==> config.mk <==
export PLATFORM = sky130hd
export DESIGN_NAME = rotmask_unit
export DESIGN_NICKNAME = d
export VERILOG_FILES = /design/src/rtl/rotmask_pkg.sv /design/src/rtl/rm_bounds.sv /design/src/rtl/rm_maskgen.sv /design/src/rtl/rm_rotl.sv /design/src/rtl/rm_carry.sv /design/src/rtl/rotmask_unit.sv
export SDC_FILE = /design/constraint.sdc
export NUM_CORES = 1
export LEC_CHECK = 0
export BUFFER_PORTS_ARGS = -buffer_cell sky130_fd_sc_hd__buf_2
export CELL_PAD_IN_SITES_DETAIL_PLACEMENT = 1
export CELL_PAD_IN_SITES_GLOBAL_PLACEMENT = 2
export CORE_MARGIN = 10
export CORE_UTILIZATION = 25
export DETAILED_ROUTE_END_ITERATION = 8
export PLACE_DENSITY_LB_ADDON = 0.1
export REMOVE_ABC_BUFFERS = 1
export SETUP_SLACK_MARGIN = 0.05
export SYNTH_ARGS = -nofsm -noshare
export SYNTH_HDL_FRONTEND = slang
export SYNTH_SLANG_ARGS = --single-unit
export TNS_END_PERCENT = 20
==> constraint.sdc <==
create_clock -name clk -period 6 [get_ports clk]
set_clock_uncertainty 0.1 [all_clocks]
set_input_delay 1.2 -clock clk [delete_from_list [all_inputs] [get_ports clk]]
set_output_delay 1.2 -clock clk [all_outputs]
set_load 0.005 [all_outputs]
==> src/rtl/rotmask_pkg.sv <==
package rotmask_pkg;

  // Instruction field placement for the mask bounds
  localparam int MB_FLD_LSB = 6;   // begin field, low five bits
  localparam int ME_FLD_LSB = 1;   // word end field
  localparam int MB_HI_BIT  = 5;   // sixth bit of the doubleword field

  typedef struct packed {
    logic word;
    logic right;
    logic arith;
    logic clr_hi;
    logic clr_lo;
    logic sext;
  } rm_ctl_t;

endpackage

==> src/rtl/rm_bounds.sv <==
module rm_bounds
  import rotmask_pkg::*;
#(
  parameter int DATA_W  = 64,
  parameter int SHAMT_W = 7,
  parameter int INSN_W  = 32,
  localparam int RW     = $clog2(DATA_W)
) (
  input  rm_ctl_t              ctl,
  input  logic [SHAMT_W-1:0]   shamt,
  input  logic [INSN_W-1:0]    insn,
  output logic [RW-1:0]        rot_amt,
  output logic [RW-1:0]        mb,
  output logic [RW-1:0]        me,
  output logic                 off
);

  localparam int FW = RW - 1;
  localparam int HW = DATA_W / 2;
  localparam logic [RW-1:0] TOP  = RW'(DATA_W - 1);
  localparam logic [RW-1:0] HALF = RW'(HW);

  logic [FW-1:0] f_mb, f_me, sh5;
  logic          f_hi;
  logic [RW-1:0] sh6, fld6;
  logic          plain, too_far;
  logic          unused_insn;

  assign f_mb = insn[MB_FLD_LSB +: FW];
  assign f_me = insn[ME_FLD_LSB +: FW];
  assign f_hi = insn[MB_HI_BIT];
  assign fld6 = {f_hi, f_mb};
  assign sh6  = shamt[RW-1:0];
  assign sh5  = shamt[FW-1:0];
  assign unused_insn = ^insn;

  assign plain   = !ctl.clr_hi && !ctl.clr_lo;
  assign too_far = ctl.word ? (shamt >= SHAMT_W'(HW)) : (shamt >= SHAMT_W'(DATA_W));

  // right shifts become left rotates by the negated amount
  assign rot_amt = ctl.right ? (RW'(0) - sh6) : sh6;
  assign off     = plain && too_far;

  always_comb begin
    if (ctl.clr_hi)
      mb = ctl.word ? (HALF + RW'(f_mb)) : fld6;
    else if (ctl.right)
      mb = ctl.word ? (HALF + RW'(sh5)) : sh6;
    else
      mb = ctl.word ? HALF : '0;
  end

  always_comb begin
    if (ctl.clr_lo) begin
      if (ctl.word)
        me = HALF + RW'(f_me);
      else if (!ctl.clr_hi)
        me = fld6;
      else
        me = TOP - sh6;
    end else if (!ctl.clr_hi && !ctl.right) begin
      me = ctl.word ? (TOP - RW'(sh5)) : (TOP - sh6);
    end else begin
      me = TOP;
    end
  end

endmodule

==> src/rtl/rm_maskgen.sv <==
module rm_maskgen #(
  parameter int DATA_W = 64,
  localparam int RW    = $clog2(DATA_W)
) (
  input  logic [RW-1:0]     mb,
  input  logic [RW-1:0]     me,
  input  logic              off,
  output logic [DATA_W-1:0] mask
);

  localparam logic [RW-1:0] TOP = RW'(DATA_W - 1);

  logic [DATA_W-1:0] from_mb, to_me;
  logic              wrap;

  // positions counted from the MSB: mb..end and 0..me as thermometers
  assign from_mb = {DATA_W{1'b1}} >> mb;
  assign to_me   = {DATA_W{1'b1}} << (TOP - me);
  assign wrap    = mb > me;

  assign mask = off  ? '0 :
                wrap ? (from_mb | to_me) : (from_mb & to_me);

endmodule

==> src/rtl/rm_rotl.sv <==
module rm_rotl #(
  parameter int DATA_W = 64,
  localparam int RW    = $clog2(DATA_W)
) (
  input  logic [DATA_W-1:0] din,
  input  logic [RW-1:0]     amt,
  output logic [DATA_W-1:0] dout
);

  logic [DATA_W-1:0] stage [0:RW];

  assign stage[0] = din;

  for (genvar k = 0; k < RW; k++) begin : g_stage
    localparam int S = 1 << k;
    assign stage[k+1] = amt[k] ? {stage[k][DATA_W-1-S:0], stage[k][DATA_W-1 -: S]}
                               : stage[k];
  end

  assign dout = stage[RW];

endmodule

==> src/rtl/rm_carry.sv <==
module rm_carry #(
  parameter int DATA_W  = 64,
  parameter int SHAMT_W = 7
) (
  input  logic [DATA_W-1:0]  src,
  input  logic [SHAMT_W-1:0] shamt,
  input  logic               word,
  input  logic               en,
  output logic               sign,
  output logic               cy
);

  localparam int HW = DATA_W / 2;

  logic [DATA_W-1:0] below, width_m;

  // bits below the shift point leave the operand; wide amounts drop all
  assign below   = ~({DATA_W{1'b1}} << shamt);
  assign width_m = word ? {{HW{1'b0}}, {HW{1'b1}}} : {DATA_W{1'b1}};
  assign sign    = word ? src[HW-1] : src[DATA_W-1];
  assign cy      = en && sign && (|(src & below & width_m));

endmodule

==> src/rtl/rotmask_unit.sv <==
module rotmask_unit
  import rotmask_pkg::*;
#(
  parameter int DATA_W  = 64,
  parameter int SHAMT_W = 7,
  parameter int INSN_W  = 32
) (
  input  logic               clk,
  input  logic               rst,
  input  logic [DATA_W-1:0]  src_i,
  input  logic [DATA_W-1:0]  ins_i,
  input  logic [SHAMT_W-1:0] shamt_i,
  input  logic [INSN_W-1:0]  insn_i,
  input  logic               op_word,
  input  logic               op_right,
  input  logic               op_arith,
  input  logic               op_clr_hi,
  input  logic               op_clr_lo,
  input  logic               op_sext,
  output logic [DATA_W-1:0]  res_o,
  output logic               carry_o
);

  localparam int HW = DATA_W / 2;
  localparam int RW = $clog2(DATA_W);

  rm_ctl_t           ctl;
  logic [DATA_W-1:0] src_rot, rotated, mask, fill, merge_src, res_n;
  logic [RW-1:0]     amt, mb, me;
  logic              off, plain, shr_arith, sign, cy_n;

  assign ctl = '{word: op_word, right: op_right, arith: op_arith,
                 clr_hi: op_clr_hi, clr_lo: op_clr_lo, sext: op_sext};

  // word forms rotate a duplicated low word so wrapped masks see it twice
  assign src_rot = op_word ? {2{src_i[HW-1:0]}} :
                   op_sext ? {{HW{src_i[HW-1]}}, src_i[HW-1:0]} : src_i;

  assign plain     = !op_clr_hi && !op_clr_lo;
  assign shr_arith = plain && op_arith && op_right;

  rm_bounds #(.DATA_W(DATA_W), .SHAMT_W(SHAMT_W), .INSN_W(INSN_W)) u_bounds (
    .ctl     (ctl),
    .shamt   (shamt_i),
    .insn    (insn_i),
    .rot_amt (amt),
    .mb      (mb),
    .me      (me),
    .off     (off)
  );

  rm_rotl #(.DATA_W(DATA_W)) u_rotl (
    .din  (src_rot),
    .amt  (amt),
    .dout (rotated)
  );

  rm_maskgen #(.DATA_W(DATA_W)) u_mask (
    .mb   (mb),
    .me   (me),
    .off  (off),
    .mask (mask)
  );

  rm_carry #(.DATA_W(DATA_W), .SHAMT_W(SHAMT_W)) u_carry (
    .src   (src_i),
    .shamt (shamt_i),
    .word  (op_word),
    .en    (shr_arith),
    .sign  (sign),
    .cy    (cy_n)
  );

  assign fill      = shr_arith ? {DATA_W{sign}} : '0;
  assign merge_src = (op_clr_hi && op_clr_lo) ? ins_i : '0;
  assign res_n     = (rotated & mask) | (~mask & (merge_src | fill));

  always_ff @(posedge clk) begin
    if (rst) begin
      res_o   <= '0;
      carry_o <= 1'b0;
    end else begin
      res_o   <= res_n;
      carry_o <= cy_n;
    end
  end

endmodule

; ---- Word level (Yosys, flattened, before mapping)
; Cells that the tools add are included.
; W data, S select, Z words.
[word_totals]
out_inout_bits = 65
wordCells = 63
inputBits = 175
latchBits = 0
romBits = 0
ram_bits = 0
register_bits = 65
n_memories = 0
[op_classes]
n_bitwise = 10
eq_ne = 0
reduce_logical = 12
shifts = 3
mul = 0
div_mod_pow = 0
muxes = 26
order_cmp = 3
n_addsub = 7
[ops]
columns = cell, count
row1 = $mux W64, 13
row2 = $and A64 B64 Y64, 5
row3 = $or A64 B64 Y64, 3
row4 = $not A64 Y64, 2
row5 = $mux W6, 11
row6 = $reduce_or A64 Y1, 1
row7 = $shl A64 B6 Y64 const A, 1
row8 = $shl A64 B7 Y64 const A, 1
row9 = $shr A64 B6 Y64 const A, 1
row10 = $add A6 B5 Y6 const A, 3
row11 = $sub A6 B6 Y6 const A, 2
row12 = $logic_and A1 B1 Y1, 8
row13 = $ge A7 B6 Y1 const B, 1
row14 = $ge A7 B7 Y1 const B, 1
row15 = $gt A6 B6 Y1, 1
row16 = $sub A1 B6 Y6 const A, 1
row17 = $sub A6 B5 Y6 const A, 1
row18 = $logic_not A1 Y1, 3
row19 = $mux W1, 2

; ---- Longest topological paths before layout
[depth]
word_depth = 12
ltp_mapped = 20
ltp_nobuf = 13

; ---- By module
; A second synthesis with hierarchy kept.
[unflattened]
cells_unflattened = 1226
hier_area_um2 = 11760.0
[by_module_without_submodules]
columns = mod, cells_each, n_inst, seq_area_each_um2, area_per_inst_um2
row1 = rm_rotl, 234, 1, 0.0, 4609.4
row2 = rotmask_unit, 392, 1, 1301.2, 3474.6
row3 = rm_maskgen, 365, 1, 0.0, 2247.2
row4 = rm_carry, 158, 1, 0.0, 972.2
row5 = rm_bounds, 77, 1, 0.0, 456.7

; ---- Worst setup path before layout
; OpenSTA, ideal clock, no wires.
[synth_timing]
path_kind = input to register
start = input port shamt_i[0]
end = register res_o[36]
arrival_ns = 4.869
path_stages = 17
setup_slack_ns = 0.961
path_buffers = 5
setup_time_ns = 0.070
required_time_ns = 5.830
cell_sequence = buf_4 -> buf_4 -> inv_2 -> clkbuf_1 -> buf_1 -> ha_1 -> inv_1 -> ha_1 -> mux2_4 -> buf_6 -> mux2i_1 -> and3_1 -> or4_1 -> a21oi_1 -> a22oi_1 -> a2111o_1 -> a21oi_1
[synth_between]
elab_chain_cells = 12
elab_cells_between_ends = 35
cone_classes = add/sub: 5 / order compare: 3 / shift: 2 / mux: 18 / bitwise: 6 / reduce/logical: 1
[synth_lines]
columns = item, line
row1 = "start, declared", rotmask_unit.sv:12  ; input logic [SHAMT_W-1:0] shamt_i,
row2 = $sub A6 B6 Y6 / $sub A6 B5 Y6 (equally long branches), "rm_bounds.sv:60, rm_bounds.sv:62"
row3 = $mux W6 (on tied branches), "rm_bounds.sv:62, rm_bounds.sv:57"
row4 = $mux W6 (on tied branches), "rm_bounds.sv:61, rm_bounds.sv:55"
row5 = $mux W6, rm_bounds.sv:54  ; if (ctl.clr_lo) begin
row6 = $sub A6 B6 Y6, rm_maskgen.sv:18  ; assign to_me = {DATA_W{1'b1}} << (TOP - me);
row7 = $shl A64 B6 Y64, rm_maskgen.sv:18
row8 = $and A64 B64 Y64 / $or A64 B64 Y64 (equally long branches), rm_maskgen.sv:22  ; wrap ? (from_mb | to_me) : (from_mb & to_me);
row9 = $mux W64, rm_maskgen.sv:22
row10 = $mux W64, rm_maskgen.sv:21  ; assign mask = off ? '0 :
row11 = $not A64 Y64, rotmask_unit.sv:76  ; assign res_n = (rotated & mask) | (~mask & (merge_src | fill));
row12 = $and A64 B64 Y64, rotmask_unit.sv:76
row13 = $or A64 B64 Y64 (*), rotmask_unit.sv:76
row14 = "end signal, assigned", rotmask_unit.sv:83  ; res_o <= res_n;
row15 = "end, declared", rotmask_unit.sv:20  ; output logic [DATA_W-1:0] res_o,
; Every way passes the cells marked *; elsewhere a longest branch is shown, timed or not.
; A chain may end at the register's enable or synchronous reset.

; ---- Final worst setup path
[layout_timing]
start = input port op_clr_hi
end = register res_o[56]
[layout_between]
elab_chain_cells = 12
elab_cells_between_ends = 27
cone_classes = add/sub: 1 / order compare: 1 / shift: 2 / mux: 9 / bitwise: 7 / reduce/logical: 7
[layout_lines]
columns = item, line
row1 = "start, declared", rotmask_unit.sv:17  ; input logic op_clr_hi,
row2 = $logic_not A1 Y1, "rm_bounds.sv:37, rm_bounds.sv:61, rotmask_unit.sv:39"
row3 = $logic_and A1 B1 Y1, rm_bounds.sv:61  ; end else if (!ctl.clr_hi && !ctl.right) begin
row4 = $mux W6, rm_bounds.sv:61
row5 = $mux W6, rm_bounds.sv:54
row6 = $sub A6 B6 Y6, rm_maskgen.sv:18
row7 = $shl A64 B6 Y64, rm_maskgen.sv:18
row8 = $and A64 B64 Y64 / $or A64 B64 Y64 (equally long branches), rm_maskgen.sv:22
row9 = $mux W64, rm_maskgen.sv:22
row10 = $mux W64, rm_maskgen.sv:21
row11 = $not A64 Y64, rotmask_unit.sv:76
row12 = $and A64 B64 Y64, rotmask_unit.sv:76
row13 = $or A64 B64 Y64 (*), rotmask_unit.sv:76
; Marked as above.

==> impl_metrics.csv <==
group,metric,value,unit
worst_setup_path,crit_fanout,51,
timing,max_freq,200,MHz
power_and_ir_drop,leakagePower,5.67,nW
synthesis,syn_inst,1792,
global_route,grt_overflow,0,
global_route,grt_pass1_vias,16232,
floorplanning,dieWidth,246,µm
cts,cts_resized,0,
cts,root_buffer,"clkbuf_16",
synthesis,synth_top_area_share,10.2,%
finish,multiInputGateArea,10500,µm²
synthesis,synth_area_per_cell,7.10,µm²
placement,place_area,14600,µm²
floorplanning,pin_count,240,
synthesis,yosysTopAreaCell,"dfxtp_1",
finish,fin_nets,2114,
detailed_routing,drt_iter0_drc,1297,
timing,max_slew_margin,25.4,%
synthesis,synth_area,12700,µm²
finish,fillers,6243,
synthesis,async_flop_share,0,%
worst_setup_path,worst_setup_path_start_kind,"primary input",
finish,final_cell_mix,"215 x buf_2, 174 x nand2_1, 164 x a21oi_1",
timing,period_needed,5.01,ns
cts,cts.sinks,65,
detailed_routing,wl,84.1,mm
cts,ctsHoldBuffers,0,
global_route,grt_max_degree,71,
timing,grt_setup_unrepaired,"no",
detailed_routing,antenna_left,0,
placement,routabilityCongestion,0.965,
cts,cts_max_level,3,
cts,numCtsBuffers,9,
worst_hold_path,holdCritPathClass,"in -> reg",
global_route,grt_usage,27.0,%
finish,area_growth,17.3,%
cts,cts_tree,"yes",
timing,hold_viol_final,0,
synthesis,yosysUniqueCellTypes,93,
status,status,"finished, final reports clean",
timing,slew_viol_final,0,
finish,diodes,0,
finish,area.sequential,1300,µm²
floorplanning,dieHeight,246,µm
placement,port_buffers,217,
finish,drive_gt1_share,23.6,%
synthesis,yosys_warnings,0,
cts,cts_setup_buffers,0,
synthesis,yosys-top-cells-area,"dfxtp_1 10%, mux4_2 6.7%, a21oi_1 6.5%, mux2i_1 5.7%, o21ai_0 5.4%",
detailed_routing,route.detailed.drc,0,
detailed_routing,vias,16085,
detailed_routing,routed_via_density,6.18,
detailed_routing,firstDrtPassIters,6,
cts,clkSlewWorstSetupHoldPaths,0.06,ns
detailed_routing,routedWlPerCell,32.3,µm
timing,tns,0,ns
worst_setup_path,critPathKind,"in -> reg",
worst_setup_path,crit_arrival,5.23,ns
floorplanning,core_region_area,50300,µm²
power_and_ir_drop,ir_worst_vdd,0.000143,V
global_route,antenna_found_initial,2,
cts,cts_buffer_depth,2,
finish,final_area,14900,µm²
timing,worst_pin_slew,1.11,ns
floorplanning,start_util,25.3,%
synthesis,ys_seq_elements,65,
synthesis,synth-edff-count,0,
synthesis,ys_seq_area_share,10.2,%
timing,fin_crit_sh,83.5,%
placement,hpwl,67.9,mm
synthesis,ys.flop_type,"dfxtp_1",
worst_setup_path,critPathCaptureType,"flip-flop",
run,drv_cap,0,
global_route,grt_pass1_wl,121,mm
power_and_ir_drop,power.density,213,nW/µm²
timing,setup_viol,0,
timing,holdWs,1.01,ns
floorplanning,num_rows,82,
worst_setup_path,critPathRequiredTime,6.21,ns
floorplanning,dieArea,60300,µm²
finish,layout_commonest_cell,"buf_2",
## cell type report
type,instances,share of cell area (%)
tap,672,5.63
multi-input combinational,1526,70.6
sequential,65,8.72
clock inverter,6,0.620
timing repair buffer,309,12.4
clock buffer,10,1.53
inverter,16,0.402
## flip-flops by register name, indices dropped and copies added, names as in the netlist
name,flops
res_o,64
carry_o,1
## cells by family (layout without fill, tap and decap cells)
group           count (synthesis)  in the layout  share of synthesized area (%)
simple gates                  598            598                           22.6
mux                           162            162                           17.2
compound gates                742            742                           40.2
xor+xnor                        2              2                          0.138
buf+inv                       201            341                           7.72
fa+ha+maj                      22             22                           1.97
flops                          65             65                           10.2
## per-stage QoR
stage | setup slack, ns | power (mW) | cells | utilization [%]
6_report | 0.988 | 3.18 | 2604 | 29.7
5_1_grt | 0.738 | 3.36 | 2604 | 29.7
4_1_cts | 1.00 | 3.18 | 2604 | 29.7
3_5_place_dp | 0.596 | 2.56 | 2588 | 29.0
3_3_place_gp | 0.748 | 2.55 | 2588 | 29.0
2_1_floorplan | -0.680 | 1.60 | 1607 | -
## report_power, final
| part | internal [mW] | leakage [nW] | switching, mW |
|---|---|---|---|
| clock | 0.365 | 0.149 | 0.238 |
| combinational | 0.698 | 4.99 | 1.37 |
| sequential | 0.495 | 0.536 | 0.0167 |
## Yosys cell counts, types with 19 or more instances
cell	number
nand2_1	174
a21oi_1	164
nor2_1	138
o21ai_0	136
clkbuf_1	91
o211ai_1	75
mux2i_1	73
nand3_1	71
dfxtp_1	65
buf_2	51
nand2b_1	49
mux2_2	44
mux4_2	38
nor3_1	33
o22ai_1	32
a211oi_1	30
nand4_1	29
a221oi_1	23
o32ai_1	22
o21a_1	21
a22oi_1	19
## worst max-delay path, cell delays in order
cell	delay (ns)
buf_2	0.23
nor3_2	0.59
o2bb2ai_1	0.21
nor2_1	0.10
inv_2	0.28
ha_1	0.22
nand4_1	0.22
a21oi_1	0.38
o32a_2	0.40
buf_12	0.28
o22ai_1	0.12
a21oi_1	0.61
o211ai_1	0.19
a21oi_1	0.17
## layer usage
metal	vias up	wire length, µm	track usage, %
met5	-	0	0
met4	0	3130	9.82
met3	100	4610	4.74
met2	537	40300	45.7
met1	8171	36000	33.5
li1	7277	-	-
## path summary, 6_finish.rpt
check / startpoint / to / slack (ns) / cells past startpoint
setup / recovery: op_clr_hi / res_o[56] / 0.99 / 14
hold / removal: ins_i[32] / res_o[32] / 1.01 / 3
No activity file was read; power rests on OpenSTA's default activity.
